--- src/rtl/rdchk_pkg.sv ---
package rdchk_pkg;
  localparam int unsigned LANE_W = 8;

  typedef struct packed {
    logic cmpEn;
    logic clrBit;
    logic clrByte;
    logic clrCnt;
  } rdchkStrobes_t;
endpackage

--- src/rtl/rdchk_datapath.sv ---
module rdchk_datapath
  import rdchk_pkg::*;
#(
  parameter int unsigned NUM_LANES = 9,
  parameter int unsigned PTR_W     = 6,
  parameter int unsigned CNT_W     = 16,
  localparam int unsigned DATA_W   = NUM_LANES * LANE_W,
  localparam int unsigned DEPTH    = 1 << PTR_W
) (
  input  logic                       clk,
  input  logic                       rstN,
  input  logic                       patWrEn,
  input  logic [PTR_W-1:0]           patWrAddr,
  input  logic [DATA_W-1:0]          patWrData,
  input  logic [PTR_W-1:0]           cmpPtr,
  input  rdchkStrobes_t              strobes,
  input  logic [DATA_W-1:0]          bitMask,
  input  logic [NUM_LANES-1:0]       laneMask,
  input  logic [DATA_W-1:0]          rdData,
  output logic                       anyErr,
  output logic [DATA_W-1:0]          bitErr,
  output logic [NUM_LANES-1:0]       byteErr,
  output logic [NUM_LANES*CNT_W-1:0] laneErrCnt,
  output logic [CNT_W-1:0]           globalErrCnt,
  output logic                       errPulse
);
  logic [DATA_W-1:0]    patMem [DEPTH];
  logic [DATA_W-1:0]    expData;
  logic [DATA_W-1:0]    laneBitEn;
  logic [DATA_W-1:0]    diff;
  logic [NUM_LANES-1:0] laneHit;

  always_ff @(posedge clk) begin
    if (patWrEn) patMem[patWrAddr] <= patWrData;
  end

  assign expData = patMem[cmpPtr];
  assign diff    = (rdData ^ expData) & ~bitMask & laneBitEn;
  assign anyErr  = |laneHit;

  for (genvar l = 0; l < NUM_LANES; l++) begin : g_lane
    logic [CNT_W-1:0] cnt;

    assign laneBitEn[l*LANE_W +: LANE_W] = {LANE_W{~laneMask[l]}};
    assign laneHit[l] = |diff[l*LANE_W +: LANE_W];
    assign laneErrCnt[l*CNT_W +: CNT_W] = cnt;

    always_ff @(posedge clk or negedge rstN) begin
      if (!rstN) begin
        bitErr[l*LANE_W +: LANE_W] <= '0;
      end else if (strobes.clrBit) begin
        bitErr[l*LANE_W +: LANE_W] <= '0;
      end else if (strobes.cmpEn) begin
        bitErr[l*LANE_W +: LANE_W] <= bitErr[l*LANE_W +: LANE_W] | diff[l*LANE_W +: LANE_W];
      end
    end

    always_ff @(posedge clk or negedge rstN) begin
      if (!rstN) begin
        byteErr[l] <= 1'b0;
      end else if (strobes.clrByte) begin
        byteErr[l] <= 1'b0;
      end else if (strobes.cmpEn && laneHit[l]) begin
        byteErr[l] <= 1'b1;
      end
    end

    always_ff @(posedge clk or negedge rstN) begin
      if (!rstN) begin
        cnt <= '0;
      end else if (strobes.clrCnt) begin
        cnt <= '0;
      end else if (strobes.cmpEn && laneHit[l] && (cnt != '1)) begin
        cnt <= cnt + 1'b1;
      end
    end
  end

  always_ff @(posedge clk or negedge rstN) begin
    if (!rstN) begin
      globalErrCnt <= '0;
      errPulse     <= 1'b0;
    end else begin
      errPulse <= strobes.cmpEn && anyErr;
      if (strobes.clrCnt) begin
        globalErrCnt <= '0;
      end else if (strobes.cmpEn && anyErr && (globalErrCnt != '1)) begin
        globalErrCnt <= globalErrCnt + 1'b1;
      end
    end
  end
endmodule

--- config.mk ---
export PLATFORM = sky130hd
export DESIGN_NAME = rdchk_datapath
export DESIGN_NICKNAME = d
export VERILOG_FILES = /design/src/rtl/rdchk_pkg.sv /design/src/rtl/rdchk_datapath.sv
export SDC_FILE = /design/constraint.sdc
export NUM_CORES = 2
export LEC_CHECK = 0
export BUFFER_PORTS_ARGS = -buffer_cell sky130_fd_sc_hd__buf_2
export CAP_MARGIN = 5
export CORE_ASPECT_RATIO = 0.75
export CORE_MARGIN = 3
export CORE_UTILIZATION = 30
export CTS_CLUSTER_SIZE = 20
export DETAILED_ROUTE_END_ITERATION = 8
export HOLD_SLACK_MARGIN = 0.05
export PLACE_DENSITY = 0.54
export SYNTH_ARGS = -nofsm -noshare
export SYNTH_HDL_FRONTEND = slang
export SYNTH_MEMORY_MAX_BITS = 65536
export SYNTH_SLANG_ARGS = --single-unit
--- constraint.sdc ---
create_clock -name clk -period 6.5 [get_ports clk]
set_input_delay 0.325 -clock clk [delete_from_list [all_inputs] [get_ports clk]]
set_output_delay 0.325 -clock clk [all_outputs]
set_load 0.01 [all_outputs]
==> impl_metrics.env <==
export IMPL_dp_cells=18823
export IMPL_synth_area_top_cells="edfxtp_1, mux2i_1, mux4_2"
export IMPL_powerDensity_nw_per_um2=296
export IMPL_grt_pass1_vias=101855
export IMPL_seqPwrFrac_pct=52.3
export IMPL_clk_latency_ps=1130
export IMPL_yosysTopAreaCell="edfxtp_1"
export IMPL_finalWeightedCongestion=0.795
export IMPL_gr_usage_all_layers_pct=19.9
export IMPL_period_minus_slack_ps=6310
export IMPL_end_kind="output pin"
export IMPL_ys_flop_type="edfxtp_1"
export IMPL_switching_share_pct=22.6
export IMPL_synthArstFlopShare_pct=4.99
export IMPL_status="complete, no violations"
export IMPL_die_area_um2=639000
export IMPL_synth_top_area_share_pct=73.3
export IMPL_clkTransAtPathRegs_ps=60
export IMPL_crit_type="input port to output pin"
export IMPL_fmaxAchievable_mhz=159
export IMPL_wirelength_mm=661
export IMPL_wl_met1_mm=287
export IMPL_worst_pin_slew_ps=1420
export IMPL_grt_pass1_wl_mm=890
export IMPL_cts_buffers=468
export IMPL_dpl_cell_area_um2=205000
export IMPL_cts_sinks=4850
export IMPL_grt_start_max_net_pins=95
export IMPL_final_fill_count=58209
export IMPL_drt_iter0_markers=15654
export IMPL_min_path_cells=6
export IMPL_clockBufferDepth=4
export IMPL_overflow=0
export IMPL_synth_edff_count=4608
export IMPL_multiInputGateArea_um2=42200
export IMPL_dr_total_vias=108310
export IMPL_cts_setup_buffers=0
export IMPL_die_w_um=922
export IMPL_final_hold_violation_count=0
export IMPL_ys_seq_area_share_pct=76.5
export IMPL_netlist_area_um2=189000
export IMPL_syn_nets=10288
export IMPL_yosys_cell_types_count=88
export IMPL_power_leakage_nw=74.7
export IMPL_hold_class="input port to register"
export IMPL_synth_most_common_cell="edfxtp_1"
export IMPL_start_kind="input port"
export IMPL_io_pins=487
export IMPL_period_share_pct=97.0
export IMPL_crit_required_ps=6170
export IMPL_vias_per_cell=5.41
export IMPL_layout_nets=11480
export IMPL_setup_viol=0
export IMPL_final_cells=20008
export IMPL_top_layer="met4"
export IMPL_syn_area_per_cell_um2=18.8
export IMPL_io_buffers=486
export IMPL_dpl_hpwl_mm=370
export IMPL_yosysWarningCount=0
export IMPL_wl_met3_mm=63.1
export IMPL_ff2ff_path_depth=15
export IMPL_areaGrowthSynthToFinish_pct=18.2
export IMPL_p_int_mw=51.1
export IMPL_fin_worst_skew_ps=134
export IMPL_ys_ff_latch=4850
export IMPL_route_detailed_wl_per_inst_um=33.0
export IMPL_maxCapViolCount=0
export IMPL_p_clk_share_pct=41.7
export IMPL_core_region_area_um2=625000
export IMPL_register_area_um2=144000
export IMPL_antenna_found_initial=68
export IMPL_start_util_pct=30.2
export IMPL_crit_fanout=36
export IMPL_finalMaxSlewViolations=0
export IMPL_die_height_um=693
export IMPL_switchingPower_mw=14.9
export IMPL_dr_pass1_iters=6
export IMPL_ir_drop_v=0.000299
export IMPL_ant_nets=0
export IMPL_final_area_um2=223000
export IMPL_pwr_share_comb_pct=6.0
export IMPL_drc=0
export IMPL_route_met2_wl_mm=292
export IMPL_rsz0062_at_grt="false"
export IMPL_worstPathArrival_ps=5980
export IMPL_cts_tree="yes"
export IMPL_fp_row_count=251
export IMPL_relSlewSlack_pct=5.10
export IMPL_synth_commonest_cells="edfxtp_1, mux2i_1, mux4_2"
export IMPL_cts_root_buf="clkbuf_16"
export IMPL_synth_cells=10034
export IMPL_htree_levels=5
export IMPL_drive_gt1_share_pct=20.6
-- path summary, 6_finish.rpt --
kind                               endpoint  slack (ps)           start
setup / recovery                     anyErr         190       cmpPtr[0]
hold / removal                   bitErr[55]          80      rdData[55]
setup reg to reg           globalErrCnt[15]        1250  patMem[48][11]
hold reg to reg                  byteErr[1]         490      byteErr[1]
max in group asynchronous        bitErr[10]        5130            rstN
min in group asynchronous  g_lane[4].cnt[6]         580            rstN
-- sequential cells by signal, summed over array words and instances (netlist names) --
name and cells:
bitErr 72, globalErrCnt 16, errPulse 1, patMem 4608, g_lane.cnt 144, byteErr 9
-- power groups by stage --
stage | combinational (mW) | clock, mW | sequential, mW
global placement | 3.78 | 0 | 35.2
detailed placement | 3.79 | 0 | 35.2
floorplan | 1.80 | 0 | 35.2
global route | 4.18 | 29.2 | 34.5
finish | 3.95 | 27.5 | 34.5
CTS | 3.97 | 28.0 | 34.5
-- layer usage --
| metal | global-route usage, % | vias up |
|---|---|---|
| met5 | 0 | - |
| li1 | - | 43265 |
| met1 | 29.8 | 58276 |
| met4 | 5.03 | 0 |
| met3 | 3.67 | 868 |
| met2 | 29.8 | 5901 |
-- area by class of cell --
cell class,count,area share [%]
Inverter,42,0.0712
Tap cell,8349,4.68
Clock inverter,295,1.30
Clock buffer,585,5.55
Timing Repair Buffer,1277,4.71
Multi-Input combinational cell,4587,18.9
Sequential cell,4850,64.7
Antenna cell,23,0.0258
-- worst max-delay path, cell delays in order --
cell	delay, ps
buf_12	280
buf_12	230
nand4bb_4	330
buf_4	330
o22ai_1	160
nor3_1	390
and4_1	400
or3_1	150
a211oi_1	60
dlygate4sd3_1	580
buf_4	140
or2_2	390
or4_1	580
or4_1	580
buf_12	180
nor4_4	370
buf_12	190
inv_2	60
buf_2	130
-- placed cells by master (no fill, tap or decap), types with 18 or more instances in the layout --
cell type,instances
edfxtp_1,4608
mux2i_1,1261
mux4_2,545
buf_2,476
clkbuf_16,474
a22oi_1,433
nor2_1,411
buf_4,407
a21oi_1,309
dlygate4sd3_1,280
dfrtp_1,242
nand2_1,238
o22ai_1,202
nand3_1,177
o21ai_0,119
clkinv_1,112
buf_12,104
clkbuf_1,99
clkinv_2,93
or3_1,79
nor3_1,75
nor2_4,66
xnor2_1,66
nand4_1,61
xor2_1,49
bufinv_16,44
and3_1,41
inv_1,36
nor4_1,32
a221oi_1,31
a31oi_1,31
diode_2,23
a22o_1,22
and4_1,22
nor2b_1,21
o221ai_1,18
-- repair_timing --
item | CTS | global route
gates resized for setup | 4 | 5
gates cloned | 0 | 1
endpoints found under the setup margin | 1 | 1
hold buffers | 281 | 0
hold endpoints to repair | 4077 | 0
-- stage by stage --
stage | utilization (%) | TNS [ps] | setup WS [ps] | hold slack [ps] | power (mW)
after floorplan | - | 0 | 177 | 29.4 | 37.0
final | 35.7 | 0 | 192 | 77.9 | 66.0
after global placement | 32.8 | -1810 | -167 | 385 | 39.0
after detailed placement | 32.8 | -2030 | -189 | 382 | 39.0
after global routing | 35.7 | 0 | 22.6 | 104 | 68.0
after CTS | 35.7 | 0 | 17.2 | 50.4 | 66.5
-- kinds of logic after synthesis --
group	count (synthesis)	share of synthesized area (%)
xor gates and xnor gates	115	0.533
adders and majority gates	10	0.0663
AOI/OAI and AO/OA	1296	4.55
muxes	1823	13.3
DFF	4850	76.5
and+or+nand+nor	1343	3.45
buffers and inverters	597	1.61
Power figures use the tool's default switching activity.
